--- src/rtl/exc_pend_pkg.sv ---
package exc_pend_pkg;

    // Fixed exception numbers whose role the logic depends on
    localparam int EXC_HARD       = 3;
    localparam int EXC_DBGMON     = 12;
    localparam int SYNC_END       = 14;   // first asynchronous system number
    localparam int FIRST_PENDABLE = 3;

    typedef enum logic [2:0] {
        RT_NONE,
        RT_PEND,
        RT_PROMOTE,
        RT_DROP,
        RT_LOCK,
        RT_REJECT
    } route_e;

    function automatic logic is_banked(input int n);
        return (n == 4) || (n == 6) || (n == 11) || (n == 14) || (n == 15);
    endfunction

    function automatic logic is_sync(input int n);
        return (n >= EXC_HARD) && (n < SYNC_END);
    endfunction

endpackage

--- src/rtl/exc_slots.sv ---
module exc_slots
    import exc_pend_pkg::*;
#(
    parameter int NUM_EXC = 32,
    parameter int PRIO_W  = 3,
    localparam int NW     = $clog2(NUM_EXC),
    localparam int SW     = NW + 1,
    localparam int SLOTS  = 2 * NUM_EXC,
    localparam int LW     = PRIO_W + 1
) (
    input  logic              clk,
    input  logic              rst,
    input  logic              cfg_we,
    input  logic [SW-1:0]     cfg_slot,
    input  logic              cfg_en,
    input  logic [PRIO_W-1:0] cfg_prio,
    input  logic              set_a,
    input  logic [SW-1:0]     set_a_slot,
    input  logic              set_b,
    input  logic [SW-1:0]     set_b_slot,
    input  logic              clr,
    input  logic [SW-1:0]     clr_slot,
    output logic [SLOTS-1:0]  pend_q,
    output logic [SLOTS-1:0]  en_q,
    output logic [SLOTS-1:0]  act_q,
    output logic [LW-1:0]     lvl_q [SLOTS]
);

    for (genvar s = 0; s < SLOTS; s++) begin : g_slot
        localparam int N = s % NUM_EXC;
        localparam int B = s / NUM_EXC;
        if (N < FIRST_PENDABLE || (B == 1 && !is_banked(N))) begin : g_void
            assign pend_q[s] = 1'b0;
            assign act_q[s]  = 1'b0;
            assign en_q[s]   = 1'b0;
            assign lvl_q[s]  = '1;
        end else begin : g_live
            logic pend_r, act_r, hit_set, hit_clr;
            assign hit_set = (set_a && set_a_slot == SW'(s)) ||
                             (set_b && set_b_slot == SW'(s));
            assign hit_clr = clr && clr_slot == SW'(s);
            // clear first, a same-cycle set wins
            always_ff @(posedge clk) begin
                if (rst) begin
                    pend_r <= 1'b0;
                    act_r  <= 1'b0;
                end else begin
                    if (hit_clr) begin
                        pend_r <= 1'b0;
                        act_r  <= 1'b1;
                    end
                    if (hit_set) pend_r <= 1'b1;
                end
            end
            assign pend_q[s] = pend_r;
            assign act_q[s]  = act_r;
            if (N == EXC_HARD) begin : g_fixed
                assign en_q[s]  = 1'b1;
                assign lvl_q[s] = '0;
            end else begin : g_cfg
                logic              en_r;
                logic [PRIO_W-1:0] prio_r;
                always_ff @(posedge clk) begin
                    if (rst) begin
                        en_r   <= 1'b0;
                        prio_r <= '0;
                    end else if (cfg_we && cfg_slot == SW'(s)) begin
                        en_r   <= cfg_en;
                        prio_r <= cfg_prio;
                    end
                end
                assign en_q[s]  = en_r;
                assign lvl_q[s] = LW'(prio_r) + LW'(1);
            end
        end
    end

    // pending flags fall only under an acknowledge
    a_r7_pend_kept: assert property (@(posedge clk) disable iff (rst)
        !clr |=> (($past(pend_q) & ~pend_q) == '0));

endmodule

--- src/rtl/exc_pick.sv ---
module exc_pick
    import exc_pend_pkg::*;
#(
    parameter int NUM_EXC = 32,
    parameter int PRIO_W  = 3,
    localparam int NW     = $clog2(NUM_EXC),
    localparam int SW     = NW + 1,
    localparam int SLOTS  = 2 * NUM_EXC,
    localparam int LW     = PRIO_W + 1
) (
    input  logic             clk,
    input  logic             rst,
    input  logic [SLOTS-1:0] pend_q,
    input  logic [SLOTS-1:0] en_q,
    input  logic [LW-1:0]    lvl_q [SLOTS],
    output logic             cand_valid,
    output logic [SW-1:0]    cand_slot,
    output logic [LW-1:0]    cand_lvl
);

    // Scan by number, nonsecure copy before secure; strict compare keeps the first
    always_comb begin
        cand_valid = 1'b0;
        cand_slot  = '0;
        cand_lvl   = '1;
        for (int n = 0; n < NUM_EXC; n++) begin
            for (int b = 0; b < 2; b++) begin
                if (pend_q[b*NUM_EXC+n] && en_q[b*NUM_EXC+n] &&
                    (!cand_valid || lvl_q[b*NUM_EXC+n] < cand_lvl)) begin
                    cand_valid = 1'b1;
                    cand_slot  = SW'(b*NUM_EXC+n);
                    cand_lvl   = lvl_q[b*NUM_EXC+n];
                end
            end
        end
    end

    // the reported candidate is a live, enabled pending copy
    a_r3_cand_live: assert property (@(posedge clk) disable iff (rst)
        cand_valid |-> (pend_q[cand_slot] && en_q[cand_slot]));

endmodule

--- src/rtl/exc_route.sv ---
module exc_route
    import exc_pend_pkg::*;
#(
    parameter int NUM_EXC = 32,
    parameter int PRIO_W  = 3,
    localparam int NW     = $clog2(NUM_EXC),
    localparam int SW     = NW + 1,
    localparam int SLOTS  = 2 * NUM_EXC,
    localparam int LW     = PRIO_W + 1
) (
    input  logic             req,
    input  logic             derived,
    input  logic             busy,
    input  logic             blocked,
    input  logic [NW-1:0]    num,
    input  logic             sec,
    input  logic [SLOTS-1:0] en_v,
    input  logic [LW-1:0]    lvl_v [SLOTS],
    input  logic [LW-1:0]    exec_lvl,
    input  logic [LW-1:0]    cand_lvl,
    output route_e           act,
    output logic [SW-1:0]    slot,
    output logic             err
);

    localparam logic [LW-1:0] HARD_LVL = '0;

    int            num_i;
    logic [SW-1:0] own_slot;
    logic [LW-1:0] own_lvl;
    logic          own_en, in_entry;

    always_comb begin
        num_i    = 32'(num);
        own_slot = {sec & is_banked(num_i), num};
        own_lvl  = lvl_v[own_slot];
        own_en   = en_v[own_slot];
        in_entry = derived && busy;
        act      = RT_NONE;
        slot     = own_slot;
        err      = 1'b0;
        if (req && !blocked) begin
            if (derived && !busy) err = 1'b1;
            if (in_entry && !is_sync(num_i)) begin
                act = RT_REJECT;
                err = 1'b1;
            end else if (in_entry && num_i == EXC_DBGMON && own_lvl >= exec_lvl) begin
                act = RT_DROP;
            end else if (in_entry && num_i == EXC_HARD && HARD_LVL >= cand_lvl) begin
                act = RT_LOCK;
            end else if (num_i < FIRST_PENDABLE || num_i >= NUM_EXC) begin
                act = RT_NONE;
            end else if (is_sync(num_i) && num_i != EXC_HARD &&
                         (!own_en || own_lvl >= exec_lvl)) begin
                act  = RT_PROMOTE;
                slot = SW'(EXC_HARD);
            end else begin
                act = RT_PEND;
            end
        end
    end

endmodule

--- src/rtl/exc_pend_unit.sv ---
module exc_pend_unit
    import exc_pend_pkg::*;
#(
    parameter int NUM_EXC = 32,
    parameter int PRIO_W  = 3,
    localparam int NW     = $clog2(NUM_EXC),
    localparam int SW     = NW + 1,
    localparam int SLOTS  = 2 * NUM_EXC,
    localparam int LW     = PRIO_W + 1
) (
    input  logic              clk,
    input  logic              rst,
    input  logic              cfg_we,
    input  logic [NW-1:0]     cfg_num,
    input  logic              cfg_sec,
    input  logic              cfg_en,
    input  logic [PRIO_W-1:0] cfg_prio,
    input  logic              pend_req,
    input  logic [NW-1:0]     pend_num,
    input  logic              pend_sec,
    input  logic              der_req,
    input  logic [NW-1:0]     der_num,
    input  logic              der_sec,
    input  logic              entry_busy,
    input  logic              ack,
    output logic              cand_valid,
    output logic [NW-1:0]     cand_num,
    output logic              cand_sec,
    output logic [LW-1:0]     cand_level,
    output logic              irq_req,
    output logic [LW-1:0]     exec_level,
    output logic [SLOTS-1:0]  active_mask,
    output logic              lockup,
    output logic              der_err
);

    logic [SLOTS-1:0] pend_q, en_q;
    logic [LW-1:0]    lvl_q [SLOTS];
    logic [SW-1:0]    cand_slot;
    logic [LW-1:0]    exec_q;
    logic             lock_q, derr_q, do_ack;

    // path 0: normal pend, path 1: derived pend
    logic          p_req [2];
    logic [NW-1:0] p_num [2];
    logic          p_sec [2];
    route_e        p_act [2];
    logic [SW-1:0] p_slot [2];
    logic [1:0]    p_err, p_set;

    assign p_req[0] = pend_req;
    assign p_num[0] = pend_num;
    assign p_sec[0] = pend_sec;
    assign p_req[1] = der_req;
    assign p_num[1] = der_num;
    assign p_sec[1] = der_sec;

    for (genvar p = 0; p < 2; p++) begin : g_path
        exc_route #(.NUM_EXC(NUM_EXC), .PRIO_W(PRIO_W)) u_route (
            .req      (p_req[p]),
            .derived  (p == 1),
            .busy     (entry_busy),
            .blocked  (lock_q),
            .num      (p_num[p]),
            .sec      (p_sec[p]),
            .en_v     (en_q),
            .lvl_v    (lvl_q),
            .exec_lvl (exec_q),
            .cand_lvl (cand_level),
            .act      (p_act[p]),
            .slot     (p_slot[p]),
            .err      (p_err[p])
        );
        assign p_set[p] = (p_act[p] == RT_PEND) || (p_act[p] == RT_PROMOTE);
    end

    assign do_ack = ack && cand_valid && !lock_q;

    exc_slots #(.NUM_EXC(NUM_EXC), .PRIO_W(PRIO_W)) u_slots (
        .clk        (clk),
        .rst        (rst),
        .cfg_we     (cfg_we),
        .cfg_slot   ({cfg_sec & is_banked(32'(cfg_num)), cfg_num}),
        .cfg_en     (cfg_en),
        .cfg_prio   (cfg_prio),
        .set_a      (p_set[0]),
        .set_a_slot (p_slot[0]),
        .set_b      (p_set[1]),
        .set_b_slot (p_slot[1]),
        .clr        (do_ack),
        .clr_slot   (cand_slot),
        .pend_q     (pend_q),
        .en_q       (en_q),
        .act_q      (active_mask),
        .lvl_q      (lvl_q)
    );

    exc_pick #(.NUM_EXC(NUM_EXC), .PRIO_W(PRIO_W)) u_pick (
        .clk        (clk),
        .rst        (rst),
        .pend_q     (pend_q),
        .en_q       (en_q),
        .lvl_q      (lvl_q),
        .cand_valid (cand_valid),
        .cand_slot  (cand_slot),
        .cand_lvl   (cand_level)
    );

    always_ff @(posedge clk) begin
        if (rst) begin
            exec_q <= '1;
            lock_q <= 1'b0;
            derr_q <= 1'b0;
        end else begin
            derr_q <= |p_err;
            if (p_act[1] == RT_LOCK) lock_q <= 1'b1;
            if (do_ack) exec_q <= cand_level;
        end
    end

    assign cand_num   = cand_slot[NW-1:0];
    assign cand_sec   = cand_slot[NW];
    assign irq_req    = cand_valid && (cand_level < exec_q);
    assign exec_level = exec_q;
    assign lockup     = lock_q;
    assign der_err    = derr_q;

    // lockup never falls before reset
    a_r13_lock_sticky: assert property (@(posedge clk) disable iff (rst)
        lockup |=> lockup);

    // acknowledge cannot move the execution level once locked
    a_r13_exec_frozen: assert property (@(posedge clk) disable iff (rst)
        lockup |=> $stable(exec_level));

    // acknowledge loads the level the candidate showed
    a_r7_ack_level: assert property (@(posedge clk) disable iff (rst)
        (ack && cand_valid && !lockup) |=> (exec_level == $past(cand_level)));

    // derived request outside entry is flagged
    a_r12_err_pulse: assert property (@(posedge clk) disable iff (rst)
        (der_req && !entry_busy && !lockup) |=> der_err);

    // lockup only follows a derived hard fault during entry
    a_r10_lock_cause: assert property (@(posedge clk) disable iff (rst)
        $rose(lockup) |-> $past(der_req && entry_busy && der_num == NW'(EXC_HARD)));

endmodule

--- config.mk ---
export PLATFORM = sky130hd
export DESIGN_NAME = exc_pend_unit
export DESIGN_NICKNAME = d
export VERILOG_FILES = /design/src/rtl/exc_pend_pkg.sv /design/src/rtl/exc_slots.sv /design/src/rtl/exc_pick.sv /design/src/rtl/exc_route.sv /design/src/rtl/exc_pend_unit.sv
export SDC_FILE = /design/constraint.sdc
export NUM_CORES = 1
export LEC_CHECK = 0
export BUFFER_PORTS_ARGS = -buffer_cell sky130_fd_sc_hd__buf_4
export CORE_UTILIZATION = 25
export CTS_CLUSTER_DIAMETER = 40
export DETAILED_ROUTE_END_ITERATION = 10
export GPL_ROUTABILITY_DRIVEN = 0
export PLACE_DENSITY = 0.41
export SYNTH_ARGS = -nofsm -noshare
export SYNTH_HDL_FRONTEND = slang
export SYNTH_SLANG_ARGS = --single-unit
export TNS_END_PERCENT = 30
--- constraint.sdc ---
create_clock -name clk -period 58.9 [get_ports clk]
set_clock_uncertainty 0.15 [all_clocks]
set_input_delay 5.89 -clock clk [delete_from_list [all_inputs] [get_ports clk]]
set_output_delay 5.89 -clock clk [all_outputs]
set_load 0.02 [all_outputs]
-- Word level (Yosys, flattened, before mapping)
Cells that the tools add are included.
- word-level logic and storage cells: 954
- register bits: 206
- output and inout bits: 82
- equal/unequal tests: 159
- magnitude comparators: 47
- mux-type cells: 200
- add/subtract/negate cells: 33
- reduce and logical (&&, ||, !) cells: 372
- bitwise gates (word level): 6
- operators with widths (cell ; count):
    $eq 6x5->1 const B ; 64
    $mux 6 ; 41
    $logic_and 1x1->1 ; 217
    $eq 6x4->1 const B ; 32
    $mux 4 ; 38
    $lt 4x4->1 ; 34
    $add 3x1->4 const B ; 33
    $eq 6x6->1 const B ; 20
    $mux 1 ; 106
    $eq 6x3->1 const B ; 16
    $logic_or 1x1->1 ; 83
    $reduce_bool 2->1 ; 34
    $eq 5x5->1 const B ; 10
    $bmux 4 s6 ; 2
    $logic_not 1->1 ; 37
    $eq 5x4->1 const B ; 6
    $mux 3 ; 8
    $eq 6x2->1 const B ; 3
    $ge 7x7->1 const B ; 2
    $lt 6x7->1 const B ; 2
    $not 6->7 ; 2
    $bmux 1 s6 ; 2
    $ge 5x2->1 const B ; 2
    $lt 5x2->1 const B ; 2
    other kinds (12) ; 21

-- Logic depth before layout (Yosys ltp)
- depth after elaboration: 144
- gate-level depth with buffers: 321

-- Modules after synthesis
Synthesis repeated with hierarchy kept, for this count alone.
- cells, all modules: 4242
- area, all modules: 32738.9 um2
- modules (own cells, without submodules) (module ; instances ; cells an instance ; area an instance (um2)):
    exc_pick ; 1 ; 2406 ; 16269.4
    exc_slots ; 1 ; 1403 ; 11852.6
    exc_route ; 2 ; 192 ; 2114.5
    exc_pend_unit ; 1 ; 49 ; 387.9

-- Worst setup path before layout
Ideal clock, no wire load.
- path type: register to output
- from: register u_slots.g_slot[4].g_live.g_cfg.prio_r[0]
- to: output port irq_req
- stages on the path, launching flop included: 280
- data required time: 52.860 ns
- arrival time: 55.875 ns
- setup slack: -3.015 ns
- buffers on the path: 10
- path through: dfxtp_1 > ha_1 > xor2_1 > ha_1 > o21a_1 > o211ai_1 > o21ai_0 > ha_1 > nand3b_2 > a211oi_4 > and3_1 > o21ai_0 > o21ai_0 > inv_1 > ha_1 > a21oi_1 > a21oi_1 > nor4b_1 > [... 244 more ...] > a21oi_1 > o21bai_1 > or3_1 > o22ai_1 > nand2_1 > inv_1 > a21o_1 > ha_1 > a2111o_1 > or2_2 > o21a_1 > clkbuf_1 > clkbuf_1 > clkbuf_1 > o21ai_0 > ha_1 > nor3b_1 > a21o_1
- longest elaborated chain between the ends: 135
- elaborated cells between the ends (all ways): 200
- ends and longest elaborated chain (what ; line ; RTL):
    start: declaration ; exc_slots.sv:62 ; logic [PRIO_W-1:0] prio_r;
    start signal: assignment ; exc_slots.sv:69 ; prio_r <= cfg_prio;
    $add 3x1->4 * ; exc_slots.sv:73 ; assign lvl_q[s] = LW'(prio_r) + LW'(1);
    $lt 4x4->1 ; exc_pick.sv:29 ; (!cand_valid || lvl_q[b*NUM_EXC+n] < cand_lvl)) begin
    $logic_or 1x1->1 ; exc_pick.sv:29 ;
    $logic_and 1x1->1 ; exc_pick.sv:28 ; if (pend_q[b*NUM_EXC+n] && en_q[b*NUM_EXC+n] &&
    $mux 4 or $mux 1 (tied branches) ; exc_pick.sv:28 ;
    $lt 4x4->1 or $logic_not 1->1 (tied branches) ; exc_pick.sv:29 ;
    $logic_or 1x1->1 ; exc_pick.sv:29 ;
    $logic_and 1x1->1 ; exc_pick.sv:28 ;
    [... 120 more ...] ; - ;
    $mux 4 or $mux 1 (tied branches) ; exc_pick.sv:28 ;
    $lt 4x4->1 or $logic_not 1->1 (tied branches) ; - ;
    $logic_or 1x1->1 ; exc_pick.sv:29 ;
    $logic_and 1x1->1 ; exc_pick.sv:28 ;
    $mux 4 * ; exc_pick.sv:28 ;
    net cand_level[3] ; exc_pend_unit.sv:29 ; output logic [LW-1:0] cand_level,
    $lt 4x4->1 * ; exc_pend_unit.sv:123 ; assign irq_req = cand_valid && (cand_level < exec_q);
    $logic_and 1x1->1 * ; exc_pend_unit.sv:123 ;
    end: declaration ; exc_pend_unit.sv:30 ; output logic irq_req,
The timed path passes the listed nets; every way through them passes the cells marked *.

-- Final worst setup path
- from: register u_slots.g_slot[4].g_live.g_cfg.prio_r[1]
- to: output port irq_req
- longest elaborated chain between the ends: 135
- elaborated cells between the ends (all ways): 200
- ends and longest elaborated chain (what ; line):
    $add 3x1->4 * ; exc_slots.sv:73
    $lt 4x4->1 ; exc_pick.sv:29
    $logic_or 1x1->1 ; exc_pick.sv:29
    $logic_and 1x1->1 ; exc_pick.sv:28
    $mux 4 or $mux 1 (tied branches) ; exc_pick.sv:28
    $lt 4x4->1 or $logic_not 1->1 (tied branches) ; exc_pick.sv:29
    $logic_or 1x1->1 ; exc_pick.sv:29
    $logic_and 1x1->1 ; exc_pick.sv:28
    [... 119 more ...] ; -
    $logic_and 1x1->1 ; exc_pick.sv:28
    $mux 4 or $mux 1 (tied branches) ; exc_pick.sv:28
    $lt 4x4->1 or $logic_not 1->1 (tied branches) ; -
    $logic_or 1x1->1 ; exc_pick.sv:29
    $logic_and 1x1->1 ; exc_pick.sv:28
    $mux 4 ; exc_pick.sv:28
    $lt 4x4->1 ; exc_pend_unit.sv:123
    $logic_and 1x1->1 * ; exc_pend_unit.sv:123
Mark *: on every way between the ends. The rest lies on a longest branch, timed or not.

==> impl_metrics.env <==
export IMPL_wl_mm=85.9
export IMPL_yosys_warnings=0
export IMPL_outcome="finished, violations left"
export IMPL_end_kind="output pin"
export IMPL_crit_type="reg2out"
export IMPL_num_rows=101
export IMPL_overflow=0
export IMPL_area_growth_pct=37.1
export IMPL_wire_per_inst_um=22.8
export IMPL_start_util_pct=25.3
export IMPL_antennaDiodeCount=0
export IMPL_ir_drop_mv=0.0119
export IMPL_ant_nets=0
export IMPL_power_mw=0.453
export IMPL_dieArea_mm2=0.0784
export IMPL_die_x_um=280
export IMPL_fin_crit_ns=59.00
export IMPL_die_h_um=280
export IMPL_final_cell_mix="buf_4 (374), nor2_1 (210), dfxtp_1 (204)"
export IMPL_synth_cell_types=100
export IMPL_maxSlewHeadroom_pct=19.9
export IMPL_port_buffers=80
export IMPL_fin_ws_ns=-0.101
export IMPL_synthFlopType="dfxtp_1"
export IMPL_yosysSeqAreaShare_pct=21.4
export IMPL_cp_max_fo=8
export IMPL_grt_pass1_vias=19700
export IMPL_place_inst=3535
export IMPL_yosys_top_cells_area="dfxtp_1 (21%), ha_1 (9.3%), mux4_2 (7.6%)"
export IMPL_cts_tree="yes"
export IMPL_first_pass_iters=5
export IMPL_critPathSlowestCell="or4_4"
export IMPL_rsz0062_at_grt="true"
export IMPL_fin_util_pct=34.7
export IMPL_failed_checks="negative setup slack"
export IMPL_period_share_pct=100
export IMPL_cpMostUsedCell="a21oi_2"
export IMPL_htreeDepth=2
export IMPL_grt_pass1_wl_mm=126
export IMPL_final_area_mm2=0.0265
export IMPL_maxCapViolCount=0
export IMPL_dp_hpwl_mm=64.2
export IMPL_cts_sinks=206
export IMPL_fillCellCount=7912
export IMPL_drv_slew=0
export IMPL_hold_buffers=0
export IMPL_clk_pin_slew_ns=0.05
export IMPL_worst_slew_pin_slew_ns=1.19
export IMPL_final_common_cell="buf_4"
export IMPL_track_usage_pct=20.9
export IMPL_fin_nets=2880
export IMPL_synth_edf_count=0
export IMPL_final_cell_count_no_fill=3770
export IMPL_power_leakage_nw=11.4
export IMPL_remaining_drc_errors=0
export IMPL_setup_tns_ns=-0.101
export IMPL_hold_violations=0
export IMPL_critPathLaunchType="register"
export IMPL_critPathArrivalTime_ns=52.96
export IMPL_core_mm2=0.0762
export IMPL_cpPeakStageDelay_ns=0.59
export IMPL_drt_iter0_drc=1547
export IMPL_setup_violations=1
export IMPL_syn_area_mm2=0.0193
export IMPL_vias=20700
export IMPL_hold_class="reg2reg"
export IMPL_async_flop_share_pct=0
export IMPL_dpl_cell_area_mm2=0.0218
export IMPL_multi_input_area_mm2=0.0163
export IMPL_avgSynthCellArea_um2=7.95
export IMPL_clock_latency_ns=0.55
export IMPL_worstPathRequired_ns=52.86
export IMPL_timing_fmax_mhz=16.9
export IMPL_antenna_found_initial=2
export IMPL_netlist_instances=2430
export IMPL_cts_made_buffers=40
export IMPL_powerDensity_mw_per_mm2=17.1
export IMPL_drive_gt1_share_pct=33.4
export IMPL_ios=111
export IMPL_synth_top_cell_by_area="dfxtp_1"
export IMPL_vias_per_cell=5.48
export IMPL_synth_seq_cells=206
export IMPL_grt_max_degree=96
export IMPL_cts_root_buf="clkbuf_16"
export IMPL_cts_buffer_depth=3
export IMPL_seq_area_mm2=0.00413
export IMPL_synth_top_area_share_pct=21.4
## cells by family (layout without fill, tap and decap cells)
logic type / after synthesis / after routing / share of synthesized area (%)
and+or+nand+nor: 857 / 857 / 21.4
AOI/OAI and AO/OA: 711 / 711 / 25.3
buffers and inverters: 286 / 567 / 6.87
DFF: 206 / 206 / 21.4
muxes: 193 / 193 / 14.3
adders and majority gates: 143 / 143 / 9.26
xor gates and xnor gates: 33 / 33 / 1.50
other: 1 / 30 / 0.0194
## layout make-up
cell class                 instances  share of cell area (%)
clock buffer                      48                    4.09
clock inverter                    26                    1.11
inverter                         100                    1.43
multi-input combinational       1967                    61.5
sequential                       206                    15.6
tap                             1030                    4.87
timing repair buffer             393                    11.4
## state kept, by name, summed over array words and instances, names as in the netlist
signal and cells:
u_slots.g_slot.g_live.pend_r 34, u_slots.g_slot.g_live.g_cfg.prio_r 99, exec_level 4, lockup 1, u_slots.g_slot.g_live.g_cfg.en_r 33, u_slots.g_slot.g_live.act_r 34
der_err 1
## report_power, final
group	leakage (nW)	total, mW	switching (mW)	internal (mW)
Clock	0.674	0.235	0.0847	0.151
Combinational	9.10	0.0751	0.0466	0.0285
Sequential	1.66	0.143	0.00191	0.141
## synth_stat cells, drive strengths merged, types with 24 or more instances
library cell	count
xor2	27
a211oi	30
a21oi	208
and3	24
mux4	65
buf	87
inv	98
and2	28
clkbuf	99
nand2b	33
mux2i	114
ha	143
o21ai	121
nor2	245
a21o	38
dfxtp	206
o21a	62
nand3	139
nand2	214
nor3	35
## through the flow
step	worst slack, ns	hold slack, ns
2_1_floorplan	0.00394	0.276
6_report	-0.101	0.293
3_5_place_dp	-3.01	0.289
3_3_place_gp	-2.32	0.290
4_1_cts	0.00113	0.295
5_1_grt	-2.85	0.324
## worst max-delay path, delay by kind of cell, from the launching register on
kind,cells,cell delay (ns)
flops,1,0.35
simple gates,80,13.02
mux,4,1.14
compound gates,147,26.09
buf+inv,24,3.13
fa+ha+maj,35,8.56
xor+xnor,1,0.16
## final timing paths
check                                                              start  slack (ns)  cells after the start                               end
worst max-delay path            u_slots.g_slot[4].g_live.g_cfg.prio_r[1]       -0.10                    291                           irq_req
worst min-delay path                      u_slots.g_slot[5].g_live.act_r        0.29                      2    u_slots.g_slot[5].g_live.act_r
worst max register to register  u_slots.g_slot[4].g_live.g_cfg.prio_r[1]        5.82                    289  u_slots.g_slot[43].g_live.pend_r
worst min register to register            u_slots.g_slot[5].g_live.act_r        0.29                      2    u_slots.g_slot[5].g_live.act_r
## routing by layer
| layer | part of all wire, % | vias to the layer above | GRT usage [%] |
|---|---|---|---|
| li1 | - | 9570 | - |
| met1 | 45 | 10300 | 28.6 |
| met2 | 47 | 653 | 34.6 |
| met3 | 5.1 | 155 | 2.17 |
| met4 | 3.1 | 2 | 5.38 |
| met5 | 0.015 | - | 0 |
## what timing repair did
action | 4_1_cts | 5_1_grt
pin swaps | 78 | 256
cloned | 0 | 0
setup endpoints to repair | 11 | 11
buffers inserted | 73 | 90
endpoints found under the hold margin | 0 | 0
resized for setup | 152 | 286
No activity file was read; power rests on OpenSTA's default activity.
